## src/rtl/cal_pkg.sv

```systemverilog
package cal_pkg;
  typedef enum logic [1:0] {
    DEC_HOLD = 2'd0,
    DEC_UP   = 2'd1,
    DEC_DN   = 2'd2
  } cal_dec_e;
endpackage

```

## src/rtl/cal_decode.sv

```systemverilog
module cal_decode
  import cal_pkg::*;
(
  input  logic     up_i,
  input  logic     dn_i,
  output cal_dec_e dec_o
);
  always_comb begin
    unique case ({up_i, dn_i})
      2'b10:   dec_o = DEC_UP;
      2'b01:   dec_o = DEC_DN;
      default: dec_o = DEC_HOLD; // in-band or illegal
    endcase
  end
endmodule

```

## src/rtl/cal_sat_step.sv

```systemverilog
module cal_sat_step
  import cal_pkg::*;
#(
  parameter int CODE_W = 10
) (
  input  logic [CODE_W-1:0] code_i,
  input  cal_dec_e          dec_i,
  output logic [CODE_W-1:0] code_o
);
  localparam logic [CODE_W-1:0] MAX_C = {CODE_W{1'b1}};

  always_comb begin
    code_o = code_i;
    case (dec_i)
      DEC_UP:  if (code_i != MAX_C) code_o = code_i + 1'b1;
      DEC_DN:  if (code_i != '0)    code_o = code_i - 1'b1;
      default: code_o = code_i;
    endcase
  end
endmodule

```

## src/rtl/cal_progress.sv

```systemverilog
module cal_progress #(
  parameter int LOCK_CNT = 4,
  parameter int TIMEOUT  = 2048
) (
  input  logic clk_i,
  input  logic rst_ni,
  input  logic clear_i,
  input  logic eval_i,
  input  logic hold_i,
  output logic lock_hit_o,
  output logic to_hit_o
);
  localparam int HW = $clog2(LOCK_CNT + 1);
  localparam int SW = $clog2(TIMEOUT + 1);
  localparam logic [HW-1:0] HOLD_LAST = HW'(LOCK_CNT - 1);
  localparam logic [SW-1:0] STRB_LAST = SW'(TIMEOUT - 1);

  logic [HW-1:0] hold_q;
  logic [SW-1:0] strb_q;

  assign lock_hit_o = eval_i && hold_i && (hold_q == HOLD_LAST);
  assign to_hit_o   = eval_i && !lock_hit_o && (strb_q == STRB_LAST);

  always_ff @(posedge clk_i or negedge rst_ni) begin
    if (!rst_ni) begin
      hold_q <= '0;
      strb_q <= '0;
    end else if (clear_i) begin
      hold_q <= '0;
      strb_q <= '0;
    end else if (eval_i) begin
      hold_q <= hold_i ? hold_q + 1'b1 : '0;
      strb_q <= strb_q + 1'b1;
    end
  end
endmodule

```

## src/rtl/cal_pingpong_ctrl.sv

```systemverilog
module cal_pingpong_ctrl
  import cal_pkg::*;
#(
  parameter int CODE_W   = 10,
  parameter int LOCK_CNT = 4,
  parameter int TIMEOUT  = 2048
) (
  input  logic              clk_i,
  input  logic              rst_ni,
  input  logic              start_i,
  input  logic              eval_i,
  input  logic              cmp_up_i,
  input  logic              cmp_dn_i,
  output logic [CODE_W-1:0] code0_o,
  output logic [CODE_W-1:0] code1_o,
  output logic              path_sel_o,
  output logic              busy_o,
  output logic              lock_o,
  output logic              timeout_o
);
  localparam logic [CODE_W-1:0] MID_C = CODE_W'(1) << (CODE_W - 1);

  logic [CODE_W-1:0] code_q [2];
  logic              path_q, busy_q, lock_q, to_q, swap_q;
  logic              start_acc, ev_act, tgt;
  logic              lock_hit, to_hit;
  cal_dec_e          dec;
  logic [CODE_W-1:0] code_nxt;

  assign tgt       = ~path_q;
  assign start_acc = start_i && !busy_q && !swap_q;
  assign ev_act    = busy_q && eval_i;

  cal_decode i_dec (.up_i(cmp_up_i), .dn_i(cmp_dn_i), .dec_o(dec));

  cal_sat_step #(.CODE_W(CODE_W)) i_step (
    .code_i(code_q[tgt]), .dec_i(dec), .code_o(code_nxt)
  );

  cal_progress #(.LOCK_CNT(LOCK_CNT), .TIMEOUT(TIMEOUT)) i_prog (
    .clk_i, .rst_ni,
    .clear_i   (start_acc),
    .eval_i    (ev_act),
    .hold_i    (dec == DEC_HOLD),
    .lock_hit_o(lock_hit),
    .to_hit_o  (to_hit)
  );

  for (genvar a = 0; a < 2; a++) begin : g_amp
    always_ff @(posedge clk_i or negedge rst_ni) begin
      if (!rst_ni)                               code_q[a] <= MID_C;
      else if (tgt == a[0] && start_acc)         code_q[a] <= MID_C;
      else if (tgt == a[0] && ev_act)            code_q[a] <= code_nxt;
    end
  end

  always_ff @(posedge clk_i or negedge rst_ni) begin
    if (!rst_ni) begin
      path_q <= 1'b0;
      busy_q <= 1'b0;
      lock_q <= 1'b0;
      to_q   <= 1'b0;
      swap_q <= 1'b0;
    end else begin
      if (swap_q) begin
        path_q <= ~path_q;
        swap_q <= 1'b0;
      end
      if (start_acc) begin
        busy_q <= 1'b1;
        lock_q <= 1'b0;
        to_q   <= 1'b0;
      end else if (lock_hit) begin
        busy_q <= 1'b0;
        lock_q <= 1'b1;
        swap_q <= 1'b1;
      end else if (to_hit) begin
        busy_q <= 1'b0;
        to_q   <= 1'b1;
      end
    end
  end

  assign code0_o    = code_q[0];
  assign code1_o    = code_q[1];
  assign path_sel_o = path_q;
  assign busy_o     = busy_q;
  assign lock_o     = lock_q;
  assign timeout_o  = to_q;
endmodule

```

## config.mk

```make
export PLATFORM = sky130hd
export DESIGN_NAME = cal_pingpong_ctrl
export DESIGN_NICKNAME = d
export VERILOG_FILES = /design/src/rtl/cal_pkg.sv /design/src/rtl/cal_decode.sv /design/src/rtl/cal_sat_step.sv /design/src/rtl/cal_progress.sv /design/src/rtl/cal_pingpong_ctrl.sv
export SDC_FILE = /design/constraint.sdc
export NUM_CORES = 1
export LEC_CHECK = 0
export CAP_MARGIN = 5
export CORE_ASPECT_RATIO = 1.4
export CORE_UTILIZATION = 62
export DETAILED_ROUTE_END_ITERATION = 10
export GPL_TIMING_DRIVEN = 0
export PLACE_DENSITY = 0.9
export SLEW_MARGIN = 20
export SYNTH_ARGS = -nofsm -noshare
export SYNTH_HDL_FRONTEND = slang
export SYNTH_SLANG_ARGS = --single-unit
```

## constraint.sdc

```tcl
create_clock -name clk_i -period 5.8 [get_ports clk_i]
set_input_delay 0.58 -clock clk_i [delete_from_list [all_inputs] [get_ports clk_i]]
set_output_delay 0.58 -clock clk_i [all_outputs]
set_load 0.02 [all_outputs]
```

* Word-level counts from Yosys, hierarchy flattened *
Cells that the tools add are included.

cells by class
  $add $sub $neg = 4
  $lt $le $gt $ge = 1
  equal/unequal tests = 8
  mux-type cells = 26
  bitwise gates (word level) = 2
  reductions and logical operators = 23

operator list
  cell                   number
  $mux 10                9
  $mux 12                2
  $pmux 10 s2            1
  $add 12x1->12 const B  1
  $eq 12x11->1 const B   1
  $logic_and 1x1->1      11
  $add 10x1->10 const B  1
  $mux 1                 10
  $ne 10x10->1 const B   1
  $reduce_bool 10->1     1
  $reduce_bool 2->1      5
  $sub 10x1->10 const B  1
  $mux 3                 3
  $eq 2x1->1 const B     2
  $eq 2x2->1 const B     2
  $pmux 2 s2             1
  $add 3x1->3 const B    1
  $eq 3x2->1 const B     1
  $logic_not 1->1        3
  $reduce_bool 3->1      1
  $ge 2x2->1 const B     1
  $logic_not 2->1        1
  $ne 2x2->1 const B     1
  $not 1->2              1
  2 further kinds        2

storage, ports and cells
  register bits = 40
  input port bits = 6
  output and inout bits = 24
  word-level logic and storage cells = 73

* Depth between registers and ports, before layout *
  depth after elaboration = 11
  depth in mapped cells = 12
  gate-level depth less buffers = 7

* Hierarchy *
A second synthesis with hierarchy kept.

unflattened totals
  cell total of the unflattened synthesis = 273
  area, all modules = 2,675.1 um^2

by module, submodules not included
  module             times used  cells each  area an instance (um^2)
  cal_pingpong_ctrl  1           80          1,063.5
  cal_sat_step       1           113         800.8
  cal_progress       1           78          795.8
  cal_decode         1           2           15.0

* Least setup slack after synthesis *
No wires, ideal clock.

  path type = flip-flop to flip-flop
  from = reg path_q, in the netlist path_sel_o
  to = reg code_q (netlist bit code1_o[5])
  arrival = 2.648 ns
  required time = 5.662 ns
  slack = 3.014 ns
  cell stages (with the launch flop) = 13
  path buffers = 5
  cells stage by stage = dfrtp_1 > buf_6 > buf_6 > buf_4 > buf_4 > buf_2 > mux2i_1 > ha_1 > inv_1 > a211oi_4 > a21o_1 > mux2i_1 > o221ai_1

between the ends
  cells in the longest elaborated chain, start to end = 10

ends and longest elaborated chain
  what                                         RTL line                                source
  from (decl)                                  cal_pingpong_ctrl.sv:24                 logic path_q, busy_q, lock_q, to_q, swap_q;
  from (signal assigned)                       cal_pingpong_ctrl.sv:66                 path_q <= ~path_q;
  $not 1->1 (*)                                cal_pingpong_ctrl.sv:30                 assign tgt = ~path_q;
  $not 1->2 (implied by the code)              cal_pingpong_ctrl.sv:37                 .code_i(code_q[tgt]), .dec_i(dec), .code_o(code_nxt)
  $mux 10 (implied by the code) (3 in series)  cal_pingpong_ctrl.sv:37
  $sub 10x1->10, or another cell as far along  cal_sat_step.sv:16                      DEC_DN: if (code_i != '0) code_o = code_i - 1'b1;
  $mux 10 (on tied branches)                   cal_sat_step.sv:16, cal_sat_step.sv:15
  $pmux 10 s2                                  cal_sat_step.sv:14                      case (dec_i)
  $mux 10                                      cal_pingpong_ctrl.sv:53                 else if (tgt == a[0] && ev_act) code_q[a] <= code_nxt;
  $mux 10                                      cal_pingpong_ctrl.sv:52                 else if (tgt == a[0] && start_acc) code_q[a] <= MID_C;
  to (signal, indexed assignment)              cal_pingpong_ctrl.sv:53
  to (decl)                                    cal_pingpong_ctrl.sv:23                 logic [CODE_W-1:0] code_q [2];

Every way passes the cells marked *; elsewhere a longest branch is shown, timed or not. The select of a mux whose other input is x is not followed.
A chain may end at the register's enable or synchronous reset.

* Worst setup path after layout *
  from = reg path_q, in the netlist path_sel_o
  to = reg code_q (netlist bit code1_o[0])

Same word-level chain as after synthesis.

==> out/results.tsv <==
metric	value	unit
worst_slew_pin_slew	948	ps
postCtsResizedCells	0	
ff_latch_area	1000	µm²
fp.dieArea	4960	µm²
clock_skew	4.74	ps
numCtsBuffers	5	
tns	0	ps
antenna_found_initial	0	
dr.pass1.iters	7	
path_cells	buf_6 > buf_6 > buf_4 > buf_4 > buf_2 > mux2i_1 > ha_1 > inv_1 > a211oi_4 > a21boi_1 > o2111ai_1 > o211ai_1	
drtAntennaViolNets	0	
die_x	59.8	µm
fin_ws	2310	ps
synth_top_area_cell	dfrtp_1	
final_util	75.0	%
clockBufferDepth	2	
synth.avg_cell_area	8.77	µm²
diodes	0	
crit_path_end_kind	register	
wl	9290	µm
grt_pass1_vias	2994	
critPathBufInv	6	
synth_seq_cells	40	
grt_pass1_wl	14500	µm
final_area	3370	µm²
ir_drop	0.295	mV
place_area	3280	µm²
drv_slew	0	
nets	381	
fillers	349	
insertion_delay	310	ps
leakage	1.36	nW
synth_top_area_share	32.8	%
cts_setup_buffers	0	
cts-root-buf	clkbuf_8	
dp.final_hpwl	6900	µm
pwr-share-clk	12.1	%
setup_viol	0	
multi_input_area	1760	µm²
crit_path_max_incr_delay	490	ps
p_sw_share	50.0	%
pwr-share-comb	58.3	%
worstPathMaxFanout	10	
synth_area	2900	µm²
avgViaCountPerCell	7.10	
cap_violations	0	
port_buffers	29	
grt_max_degree	33	
cts_hold_repair.buffers	0	
htree_levels	2	
start_util	64.5	%
core-area	4500	µm²
synth_common_cells	38 x dfrtp_1, 33 x nand2_1, 25 x nor2_1	
synth_most_common_cell	dfrtp_1	
synthesis.nets	344	
drc	0	
synth_cell_type_count	69	
syn2layout_area_growth	16.3	%
place_ws	2450	ps
cp_slowest_cell	a211oi_4	
grt_usage	39.6	%
pwr-share-seq	29.6	%
synthCells	331	
cp.required	5980	ps
cp_top_family	compound AO/OA/AOI/OAI gates	
clkTransAtPathRegs	80	ps
hold_violations	0	
ys_warn_count	0	
synth-edff-count	0	
yosysSeqAreaShare	34.6	%
grt_setup_unrepaired	false	
p_per_area	476	nW/µm²
wl_per_cell	21.5	µm
async_reset_ff_share	100	%
gp_congestion	1.06	
clock_sinks	40	
drt_iter0_markers	350	
worstSetupStartpointType	register	
cts_tree	yes	
path_class	reg2reg	
relSlewSlack	36.3	%
grt_overflow	0	
switchingPower	0.803	mW
fmax	286	MHz
status	completed	
post-route-period-util	60.3	%
p_int	0.802	mW
arrival	3670	ps
min_path_type	in2async	
fp.dieH	82.9	µm
vias	3062	
io_pins	30	
drive_gt1_share	7.59	%
synth.area.top_cells	dfrtp_1 33%, nand2_1 4.3%, o211ai_1 3.6%	
placementRows	29	
ys.flop_type	dfrtp_1	
period_minus_slack	3490	ps
[worst register-to-register path, cell delays in order (launching register included)]
cell and delay, ps:
dfrtp_1 390, buf_6 160, buf_6 150, buf_4 210
buf_4 210, buf_2 270, mux2i_1 390, ha_1 270
inv_1 140, a211oi_4 490, a21boi_1 290, o2111ai_1 280
o211ai_1 120
[power groups by stage]
stage	clock network, mW	registers, mW	logic [mW]
final	0.194	0.476	0.935
after global routing	0.201	0.485	0.987
after CTS	0.191	0.468	0.909
after detailed placement	0	0.473	0.905
after global placement	0	0.469	0.887
after floorplan	0	0.507	0.544
[per-stage QoR]
stage	total power, mW	cells	hold WS (ps)
finish	1.60	431	133
global route	1.67	431	142
CTS	1.57	431	143
detailed placement	1.38	423	464
global placement	1.36	422	466
floorplan	1.05	331	284
[path summary, 6_finish.rpt]
| path | cells after the start | slack [ps] | to | startpoint |
|---|---|---|---|---|
| setup / recovery | 12 | 2310 | code1_o[0] | path_sel_o |
| hold / removal | 1 | 130 | code1_o[3] | rst_ni |
| setup reg to reg | 12 | 2310 | code1_o[0] | path_sel_o |
| hold reg to reg | 1 | 490 | lock_o | lock_o |
| max in group asynchronous | 2 | 5220 | swap_q | rst_ni |
| min in group clk_i | 1 | 490 | lock_o | lock_o |
[cell usage in the layout, fill, tap and decap left out, types with 4 or more instances in the layout]
master,instances
o2111ai_1,6
a32oi_1,4
o21ai_1,4
nand3_1,15
ha_1,7
a21o_1,4
clkbuf_1,11
xor2_1,8
nor3_1,10
nand3b_1,4
mux2i_1,9
inv_1,12
a21oi_1,15
clkbuf_8,5
nor3b_1,4
o21ai_0,9
a211oi_1,4
clkdlybuf4s50_1,28
o211ai_1,14
and2_1,5
nand2_1,33
nand4_1,7
and3_1,4
dfrtp_1,38
a31oi_1,6
nor2_1,25
[metal layers]
metal  track usage [%]  vias to the layer above  wire, µm  share of wire, %
li1                  -                     1340         -                 -
met1              45.1                     1452      3240                35
met2              64.5                      208      4650                50
met3              7.79                       62       816               8.8
met4              26.2                        0       580               6.2
met5                 0                        -         0                 0
[kinds of logic (layout without fill, tap and decap cells)]
family	Yosys count	count (layout)	synth area share, %
adders and majority gates	7	7	3.02
and+or+nand+nor	132	132	24.2
AOI/OAI and AO/OA	97	97	24.7
buffers and inverters	29	67	4.61
muxes	15	15	5.56
xor gates and xnor gates	11	11	3.32
DFF	40	40	34.6
[state kept, by name, indices dropped and copies added, names as in the netlist]
name           flops
busy_o             1
code0_o           10
code1_o           10
i_prog.hold_q      3
i_prog.strb_q     12
lock_o             1
path_sel_o         1
swap_q             1
timeout_o          1
[area by class of cell]
class                      count  share of cell area [%]
sequential                    40                    29.7
inverter                      12                    1.34
multi-input combinational    262                    52.3
clock inverter                 2                   0.482
tap                           62                    2.30
clock buffer                   6                    2.15
timing repair buffer          30                    9.05
buffer                        17                    2.63
Power figures use the tool's default switching activity.
